$ cat src/rtl/fwd_filter_pkg.sv
package fwd_filter_pkg;

    // Bit positions inside a control register (decoded by fwd_regfile)
    localparam int CB_LOOP    = 7;
    localparam int CB_MIR_TX  = 6;
    localparam int CB_MIR_RX  = 5;
    localparam int CB_SKIP_BM = 4;
    localparam int CB_TX_OFF  = 2;
    localparam int CB_RX_OFF  = 1;
    localparam int CB_LRN_OFF = 0;

    // Bit positions inside a status word
    localparam int SB_LINK = 0;
    localparam int SB_FDX  = 1;
    localparam int SB_SPD  = 2;
    localparam int SB_BIST = 4;
    localparam int SB_PFC  = 5;

    localparam int REG_W = 8;

    typedef enum logic {
        ST_IDLE = 1'b0,
        ST_EMIT = 1'b1
    } seq_state_e;

endpackage

$ cat src/rtl/fwd_regfile.sv
module fwd_regfile
    import fwd_filter_pkg::*;
#(
    parameter int NPORTS = 3,
    localparam int PW = (NPORTS > 1) ? $clog2(NPORTS) : 1
) (
    input  logic              clk,
    input  logic              rst_n,
    input  logic              reg_we,
    input  logic              reg_sel,
    input  logic [PW-1:0]     reg_port,
    input  logic [REG_W-1:0]  reg_wdata,
    output logic [REG_W-1:0]  reg_rdata,
    input  logic [NPORTS-1:0] st_link,
    input  logic [NPORTS-1:0] st_duplex,
    input  logic [NPORTS-1:0] st_speed,
    input  logic [NPORTS-1:0] st_bist_fail,
    input  logic [NPORTS-1:0] st_partner_fc,
    output logic [NPORTS-1:0] v_loop,
    output logic [NPORTS-1:0] v_mir_tx,
    output logic [NPORTS-1:0] v_mir_rx,
    output logic [NPORTS-1:0] v_skip_bm,
    output logic [NPORTS-1:0] v_tx_off,
    output logic [NPORTS-1:0] v_rx_off,
    output logic [NPORTS-1:0] v_lrn_off
);

    logic [REG_W-1:0] ctrl_q [NPORTS];
    logic [REG_W-1:0] stat_w [NPORTS];
    logic             port_ok;

    assign port_ok = (32'(reg_port) < NPORTS);

    for (genvar i = 0; i < NPORTS; i++) begin : g_port
        always_ff @(posedge clk or negedge rst_n) begin
            if (!rst_n) begin
                ctrl_q[i] <= '0;
            end else if (reg_we && !reg_sel && (reg_port == PW'(i))) begin
                ctrl_q[i] <= reg_wdata;
            end
        end

        always_comb begin
            stat_w[i]          = '0;
            stat_w[i][SB_LINK] = st_link[i];
            stat_w[i][SB_FDX]  = st_duplex[i];
            stat_w[i][SB_SPD]  = st_speed[i];
            stat_w[i][SB_BIST] = st_bist_fail[i];
            stat_w[i][SB_PFC]  = st_partner_fc[i];
        end

        assign v_loop[i]    = ctrl_q[i][CB_LOOP];
        assign v_mir_tx[i]  = ctrl_q[i][CB_MIR_TX];
        assign v_mir_rx[i]  = ctrl_q[i][CB_MIR_RX];
        assign v_skip_bm[i] = ctrl_q[i][CB_SKIP_BM];
        assign v_tx_off[i]  = ctrl_q[i][CB_TX_OFF];
        assign v_rx_off[i]  = ctrl_q[i][CB_RX_OFF];
        assign v_lrn_off[i] = ctrl_q[i][CB_LRN_OFF];
    end

    always_comb begin
        reg_rdata = '0;
        if (port_ok) begin
            reg_rdata = reg_sel ? stat_w[reg_port] : ctrl_q[reg_port];
        end
    end

    // spare status bits never leak onto the read bus
    p_status_spare_zero_r3: assert property (@(posedge clk) disable iff (!rst_n)
        reg_sel |-> (reg_rdata[7:6] == 2'b00 && reg_rdata[3] == 1'b0));

    // a control write is visible on the following read of that port
    p_ctrl_write_lands_r2: assert property (@(posedge clk) disable iff (!rst_n)
        (reg_we && !reg_sel && port_ok) |=> (ctrl_q[$past(reg_port)] == $past(reg_wdata)));

endmodule

$ cat src/rtl/fwd_decide.sv
module fwd_decide
    import fwd_filter_pkg::*;
#(
    parameter int NPORTS = 3,
    localparam int PW = (NPORTS > 1) ? $clog2(NPORTS) : 1
) (
    input  logic [PW-1:0]     ingress,
    input  logic [NPORTS-1:0] dest,
    input  logic              bcast,
    input  logic [PW-1:0]     sniffer,
    input  logic [NPORTS-1:0] v_loop,
    input  logic [NPORTS-1:0] v_mir_tx,
    input  logic [NPORTS-1:0] v_mir_rx,
    input  logic [NPORTS-1:0] v_skip_bm,
    input  logic [NPORTS-1:0] v_tx_off,
    input  logic [NPORTS-1:0] v_rx_off,
    input  logic [NPORTS-1:0] v_lrn_off,
    output logic [NPORTS-1:0] out_mask,
    output logic              out_drop,
    output logic              out_learn
);

    logic [NPORTS-1:0] ing_oh;
    logic [NPORTS-1:0] snf_oh;
    logic [NPORTS-1:0] base_set;
    logic [NPORTS-1:0] fwd_set;
    logic [NPORTS-1:0] mir_set;
    logic              snf_ok;
    logic              tx_mir_hit;
    logic              rx_mir_hit;
    logic              in_loop, in_mrx, in_skip, in_rxoff, in_lrnoff;

    for (genvar i = 0; i < NPORTS; i++) begin : g_onehot
        assign ing_oh[i] = (ingress == PW'(i));
        assign snf_oh[i] = (sniffer == PW'(i));
    end

    assign snf_ok    = (32'(sniffer) < NPORTS);
    assign in_loop   = |(v_loop    & ing_oh);
    assign in_mrx    = |(v_mir_rx  & ing_oh);
    assign in_skip   = |(v_skip_bm & ing_oh);
    assign in_rxoff  = |(v_rx_off  & ing_oh);
    assign in_lrnoff = |(v_lrn_off & ing_oh);

    always_comb begin
        base_set   = in_loop ? (dest | ing_oh) : (dest & ~ing_oh);
        fwd_set    = base_set & ~v_tx_off;
        tx_mir_hit = |(fwd_set & v_mir_tx);
        rx_mir_hit = in_mrx && !(in_skip && bcast);
        mir_set    = ((tx_mir_hit || rx_mir_hit) && snf_ok) ? snf_oh : '0;
        if (in_rxoff) begin
            out_mask  = '0;
            out_drop  = 1'b1;
            out_learn = 1'b0;
        end else begin
            out_mask  = (fwd_set | mir_set) & ~v_tx_off;
            out_drop  = 1'b0;
            out_learn = !in_lrnoff;
        end
    end

endmodule

$ cat src/rtl/fwd_filter_top.sv
module fwd_filter_top
    import fwd_filter_pkg::*;
#(
    parameter int NPORTS = 3,
    localparam int PW = (NPORTS > 1) ? $clog2(NPORTS) : 1
) (
    input  logic              clk,
    input  logic              rst_n,
    input  logic              lk_valid,
    output logic              lk_ready,
    input  logic [PW-1:0]     lk_ingress,
    input  logic [NPORTS-1:0] lk_dest,
    input  logic              lk_bcast,
    input  logic [PW-1:0]     sniffer_port,
    output logic              dec_valid,
    output logic [NPORTS-1:0] dec_mask,
    output logic              dec_drop,
    output logic              dec_learn,
    input  logic              reg_we,
    input  logic              reg_sel,
    input  logic [PW-1:0]     reg_port,
    input  logic [7:0]        reg_wdata,
    output logic [7:0]        reg_rdata,
    input  logic [NPORTS-1:0] st_link,
    input  logic [NPORTS-1:0] st_duplex,
    input  logic [NPORTS-1:0] st_speed,
    input  logic [NPORTS-1:0] st_bist_fail,
    input  logic [NPORTS-1:0] st_partner_fc
);

    logic [NPORTS-1:0] v_loop, v_mir_tx, v_mir_rx, v_skip_bm;
    logic [NPORTS-1:0] v_tx_off, v_rx_off, v_lrn_off;
    logic [NPORTS-1:0] nx_mask;
    logic              nx_drop, nx_learn;
    logic              accept;
    seq_state_e        state_q, state_d;

    fwd_regfile #(.NPORTS(NPORTS)) u_regs (
        .clk          (clk),
        .rst_n        (rst_n),
        .reg_we       (reg_we),
        .reg_sel      (reg_sel),
        .reg_port     (reg_port),
        .reg_wdata    (reg_wdata),
        .reg_rdata    (reg_rdata),
        .st_link      (st_link),
        .st_duplex    (st_duplex),
        .st_speed     (st_speed),
        .st_bist_fail (st_bist_fail),
        .st_partner_fc(st_partner_fc),
        .v_loop       (v_loop),
        .v_mir_tx     (v_mir_tx),
        .v_mir_rx     (v_mir_rx),
        .v_skip_bm    (v_skip_bm),
        .v_tx_off     (v_tx_off),
        .v_rx_off     (v_rx_off),
        .v_lrn_off    (v_lrn_off)
    );

    fwd_decide #(.NPORTS(NPORTS)) u_decide (
        .ingress  (lk_ingress),
        .dest     (lk_dest),
        .bcast    (lk_bcast),
        .sniffer  (sniffer_port),
        .v_loop   (v_loop),
        .v_mir_tx (v_mir_tx),
        .v_mir_rx (v_mir_rx),
        .v_skip_bm(v_skip_bm),
        .v_tx_off (v_tx_off),
        .v_rx_off (v_rx_off),
        .v_lrn_off(v_lrn_off),
        .out_mask (nx_mask),
        .out_drop (nx_drop),
        .out_learn(nx_learn)
    );

    assign lk_ready = rst_n;
    assign accept   = lk_valid && lk_ready;

    always_comb begin
        state_d = state_q;
        unique case (state_q)
            ST_IDLE: if (accept)  state_d = ST_EMIT;
            ST_EMIT: if (!accept) state_d = ST_IDLE;
            default:              state_d = ST_IDLE;
        endcase
    end

    always_ff @(posedge clk or negedge rst_n) begin
        if (!rst_n) state_q <= ST_IDLE;
        else        state_q <= state_d;
    end

    always_ff @(posedge clk or negedge rst_n) begin
        if (!rst_n) begin
            dec_mask  <= '0;
            dec_drop  <= 1'b0;
            dec_learn <= 1'b0;
        end else if (accept) begin
            dec_mask  <= nx_mask;
            dec_drop  <= nx_drop;
            dec_learn <= nx_learn;
        end
    end

    assign dec_valid = (state_q == ST_EMIT);

    // every accept yields a decision next cycle
    p_emit_after_accept_r4: assert property (@(posedge clk) disable iff (!rst_n)
        (lk_valid && lk_ready) |=> dec_valid);

    // no decision without an accept
    p_no_spurious_emit_r4: assert property (@(posedge clk) disable iff (!rst_n)
        !(lk_valid && lk_ready) |=> !dec_valid);

    // a dropped frame goes nowhere and is not learned
    p_drop_is_empty_r10: assert property (@(posedge clk) disable iff (!rst_n)
        (dec_valid && dec_drop) |-> (dec_mask == '0 && !dec_learn));

    // transmit-off ports never appear in an emitted mask
    p_txoff_excluded_r9: assert property (@(posedge clk) disable iff (!rst_n)
        (lk_valid && lk_ready) |=> ((dec_mask & $past(v_tx_off)) == '0));

endmodule

$ cat config.mk
export PLATFORM = sky130hd
export DESIGN_NAME = fwd_filter_top
export DESIGN_NICKNAME = d
export VERILOG_FILES = /design/src/rtl/fwd_filter_pkg.sv /design/src/rtl/fwd_regfile.sv /design/src/rtl/fwd_decide.sv /design/src/rtl/fwd_filter_top.sv
export SDC_FILE = /design/constraint.sdc
export NUM_CORES = 1
export LEC_CHECK = 0
export ABC_CLOCK_PERIOD_IN_PS = 3000
export CAP_MARGIN = 30
export CORE_UTILIZATION = 46
export DETAILED_ROUTE_END_ITERATION = 12
export GPL_ROUTABILITY_DRIVEN = 0
export GPL_TIMING_DRIVEN = 0
export PLACE_DENSITY = 0.85
export REMOVE_ABC_BUFFERS = 1
export SYNTH_ARGS = -nofsm -noshare
export SYNTH_HDL_FRONTEND = slang
export SYNTH_SLANG_ARGS = --single-unit
$ cat constraint.sdc
create_clock -name clk -period 3 [get_ports clk]
set_clock_uncertainty 0.05 [all_clocks]
set_input_delay 0.9 -clock clk [delete_from_list [all_inputs] [get_ports clk]]
set_output_delay 0.9 -clock clk [all_outputs]
set_load 0.005 [all_outputs]
Word-level counts from Yosys, hierarchy flattened:

Index checks and enable logic that the tools add are counted.

* order comparisons: 3
* equality and inequality tests: 6
* multiplexer cells: 14
* bitwise logic cells: 14
* reduce and logical (&&, ||, !) cells: 21

Operator list (number)
* $mux 8: 6
* $bmux 8 s2: 2
* $and 3x3->3: 9
* $reduce_or 3->1: 6
* $mux 3: 3
* $logic_and 1x1->1: 8
* $eq 2x1->1 const B: 3
* $eq 2x2->1 const B: 3
* $logic_not 2->1: 3
* $not 3->3: 2
* $or 3x3->3: 2
* $lt 2x2->1 const B: 2
* $ge 3x3->1 const B: 1
* $logic_not 1->1: 3
* $mux 1: 3
* $not 2->3: 1
* $logic_or 1x1->1: 1

* flip-flop bits (word level): 30
* bits of input ports: 38
* output and inout port bits: 15
* logic and storage cells: 65

Depth between registers and ports, before layout:

Gate-level depths: netlist (run 1).

* depth after elaboration: 13
* mapped depth: 6

Hierarchy:

From an unflattened synthesis (run 1), not the netlist that was laid out.

* cell total of the unflattened synthesis: 171
* area total of the unflattened synthesis: 1928.1 um^2

Modules (own cells, without submodules)
* fwd_regfile: times used 1, cells an instance 123, area each 1427.6 um^2, seq. area each 600.6 um^2
* fwd_decide: times used 1, cells an instance 34, area each 252.7 um^2, seq. area each 0.0 um^2
* fwd_filter_top: times used 1, cells an instance 14, area each 247.7 um^2, seq. area each 150.1 um^2

Worst setup path after synthesis (run 1):

Ideal clock, no wire load.

* kind: input -> output
* start point: input reg_port[1]
* end point: output reg_rdata[4]
* data arrival time: 1.885 ns
* required time: 2.050 ns
* path slack: 0.165 ns
* cell stages on the path: 6
* path buffers: 2
* cells stage by stage: buf_2 -> buf_2 -> mux2i_1 -> nor2_1 -> a211oi_1 -> a21oi_1

* word-level cells in the longest chain between the ends: 6
* elaborated cells between the ends (all ways): 10
* classes of those cells: order compare (1); mux (8); bitwise (1)

Ends and longest elaborated chain
* start: declaration: line fwd_filter_top.sv:21 `input logic [PW-1:0] reg_port,`
* $not 2->3 (implied by the code): line fwd_regfile.sv:64 `reg_rdata = reg_sel ? stat_w[reg_port] : ctrl_q[reg_port];`
* $bmux 8 s2: line fwd_regfile.sv:64
* $mux 8 (implied by the code) (2 in a row): line fwd_regfile.sv:64
* $mux 8: line fwd_regfile.sv:64
* $mux 8 (*): line fwd_regfile.sv:63 `if (port_ok) begin`
* end: declaration: line fwd_filter_top.sv:23 `output logic [7:0] reg_rdata,`

Every way passes the cells marked *; elsewhere a longest branch is shown, timed or not. The select of a mux whose other input is x is not followed.

Final worst setup path (run 1):

* start point: input reg_port[1]
* end point: output reg_rdata[2]

Same word-level chain as after synthesis.

==> flow_summary_export.csv, run 1 <==
group,metric,value,unit
placed_design,io_buffers,52,
synth,ys_seq_area_frac,0.439,
sta,max_freq,340,MHz
critical_path,cp_cell_sequence,"buf_6, mux2i_1, nor2_1, a211oi_1, a21oi_1, clkdlybuf4s15_1",
critical_path,worstSetupStartpointType,"primary input",
floorplanning,die-height,63.0,µm
clocking,holdBufCountCts,0,
detailed_routing,wl,4140,µm
sta,post-route-min-period,2940,ps
grt,vias_in_the_first_global_route,1437,
sta,max-slew-margin-rel,0.547,
floorplanning,fp-row-count,21,
clocking,worstSkewPairLatency,290,ps
placed_design,dp_hpwl,3070,µm
sta,slew_of_the_pin_with_the_lowest_slew_margin,677,ps
critical_path,timing.critical_path.to_type,"primary output",
clocking,cts_tree,"done",
grt,grt_overflow,0,
layout,num_antenna_cells,0,
detailed_routing,drt-wirelength-per-cell,16.0,µm
synth,ys_ff_latch,30,
sta,setup_slack,59.2,ps
worst_hold_path,worst_hold_path.endpoint,"dec_drop",
critical_path,critPathBufInv,2,
floorplanning,io_pins,53,
flow_run,max_cap_viol_count,0,
floorplanning,core_area,3440,µm²
run_status,outcome,"finished clean",
clocking,clock_tree.htree_level_count,2,
placed_design,dpl-instance-area,2270,µm²
clocking,clkSlewWorstSetupHoldPaths,60,ps
synth,number_of_enable_flip_flop_cells_after_synthesis,0,
critical_path,worstPathArrival,1990,ps
power_and_ir_drop,peak_supply_drop,0.000320,V
grt,grt_antenna_before_repair,0,
clocking,clk_path_buf_depth,2,
layout,fin_area,2390,µm²
floorplanning,die_width,63.0,µm
critical_path,critPathKind,"in2out",
layout,most_frequent_standard_cell_in_the_layout_excluding_fill_and_tap_cells,"clkdlybuf4s50_1",
synth,cell_count_after_synthesis,159,
critical_path,cpLargestDelayFamily,"buffers and inverters",
critical_path,cpMaxStageDelayCell,"a211oi_1",
critical_path,regToRegEndpoint,"dec_mask[2]",
layout,finish.net_count,250,
layout,drive_gt1_frac,0.235,
detailed_routing,drt_pre_antenna_iters,4,
sta,hold_viol,0,
synth,mappedNetlistArea,1710,µm²
clocking,cts_sinks,30,
grt,grt_start_max_net_pins,20,
worst_hold_path,min_path_cells,1,
detailed_routing,drt_drc_violations_left,0,
clocking,tritoncts.num_buffers,5,
layout,layout.core_utilization,0.695,
layout,commonest_cells_after_routing_fill_and_taps_aside,"clkdlybuf4s50_1 (40), dfrtp_1 (30), mux2_2 (23)",
critical_path,rrSetupSlack,1550,ps
synth,yosys_warn_count,0,
sta,slew_violations,0,
critical_path,timing.critical_path.slowest_cell_delay,320,ps
critical_path,worst_ep_required_time,2050,ps
critical_path,critical_path.reg2reg.startpoint,"u_regs.v_rx_off[0]",
detailed_routing,dr_total_vias,1428,
power_and_ir_drop,power.density_cell_area,514,nW/µm²
synth,synth.avg_cell_area,10.8,µm²
synth,ys_async_sr_fraction,1.00,
grt,grt_util_all_layers,0.233,
synth,dominantRegCellSynth,"dfrtp_1",
detailed_routing,drtAntennaViolNets,0,
floorplanning,fp.dieArea,3970,µm²
critical_path,reg2regPathDepth,4,
sta,setup_repair_after_global_routing_missed_its_margin,"yes",
critical_path,crit_fanout,16,
power_and_ir_drop,total_leakage_power,1.06,nW
worst_hold_path,min-delay-path-class,"reg2reg",
sta,min_period_over_period,0.980,
detailed_routing,viasPerCell,5.51,
detailed_routing,detail_route.iter0.violations,46,
synth,synthDistinctLibCells,32,
worst_hold_path,hold_path.startpoint,"dec_drop",
floorplanning,floorplan.initialDensity,0.497,
grt,first_pass_grt_wire_length,7010,µm
clocking,clock-root-buffer,"clkbuf_8",
layout,areaGrowthSynthToFinish,39.9,%
sta,setup-violations-final,0,
placed_design,dp_worst_setup_slack,-1380,ps
## worst register-to-register path: stages, from the launching register on
cell and delay, ps:
dfrtp_1 400, mux2i_1 170, o21ai_2 140, or4b_1 490, o21ai_1 130
## cell families (layout without fill, tap and decap cells)
| group | after synthesis | after routing | share of synthesized area |
|---|---|---|---|
| buffers and inverters | 13 | 67 | 0.0388 |
| AO/OA/AOI/OAI | 33 | 33 | 0.126 |
| AND/OR/NAND/NOR | 40 | 40 | 0.128 |
| multiplexers | 43 | 43 | 0.268 |
| flip-flops | 30 | 30 | 0.439 |
## state kept, by name, summed over array words and instances, names as in the netlist
register,count
dec_drop,1
dec_learn,1
dec_mask,3
dec_valid,1
u_regs.ctrl_q,3
u_regs.v_loop,3
u_regs.v_lrn_off,3
u_regs.v_mir_rx,3
u_regs.v_mir_tx,3
u_regs.v_rx_off,3
u_regs.v_skip_bm,3
u_regs.v_tx_off,3
## metrics by stage
stage          hold slack (ps)  setup TNS [ps]  std cells  power, W
6_report                   446               0        259   0.00123
5_1_grt                    480           -16.2        259   0.00130
4_1_cts                    454               0        259   0.00124
3_5_place_dp               440          -20810        248  0.000911
3_3_place_gp               422          -29510        246  0.000885
2_1_floorplan              423               0        148  0.000724
## area by class of cell
class	instances	area, µm²
sequential	30	751
multi-input combinational	116	905
fill	246	1050
inverter	2	7.51
tap	46	57.6
timing repair buffer	57	582
clock buffer	7	86.3
clock inverter	1	5.00
## worst max path at each step
stage                           start  cells past startpoint            to
after global placement    reg_port[1]                      5  reg_rdata[1]
final                     reg_port[1]                      6  reg_rdata[2]
after CTS                 reg_port[0]                      6  reg_rdata[7]
after detailed placement  reg_port[1]                      5  reg_rdata[1]
after floorplan           reg_port[0]                      3  reg_rdata[0]
after global routing      st_speed[2]                      6  reg_rdata[2]
## cell usage after synthesis (2+ instances only)
library cell | count | area share
inv_1 | 2 | 0.0044
mux2_2 | 23 | 0.15
nor2_1 | 20 | 0.044
dfrtp_1 | 30 | 0.44
o21ai_0 | 4 | 0.012
o21ai_1 | 3 | 0.0088
o31a_2 | 2 | 0.012
clkbuf_1 | 3 | 0.0066
buf_2 | 5 | 0.015
nand2_1 | 9 | 0.020
mux2i_1 | 20 | 0.12
nand2b_1 | 2 | 0.0073
a211oi_1 | 5 | 0.022
a21oi_1 | 13 | 0.038
## per-layer routing
| layer | share of wire | track usage | vias up |
|---|---|---|---|
| met3 | 0.064 | 0.0675 | 12 |
| met1 | 0.43 | 0.282 | 685 |
| met5 | 0 | 0 | - |
| met4 | 0.025 | 0.102 | 0 |
| met2 | 0.48 | 0.380 | 52 |
| li1 | - | - | 679 |
## timing repair
item                                    CTS  global route
endpoints found under the setup margin   19             5
setup buffers                             3             0
gates cloned                              0             0
hold endpoints to repair                  0             0
resized for setup                        30             5
## power by group
group / total, W / internal [W] / leakage, nW / switching, W
sequential: 0.000560 / 0.000491 / 0.363 / 0.0000683
clock: 0.000330 / 0.000184 / 0.0482 / 0.000145
combinational: 0.000340 / 0.000208 / 0.648 / 0.000132
total: 0.00123 / 0.000884 / 1.06 / 0.000346
No activity file was read; power rests on OpenSTA's default activity.
==> run 2, diff against run 1 <==
- RECOVER_POWER: unset -> 25
==> results of run 2 <==
No change in the layout: final DEF, timing and power equal those of run 1.
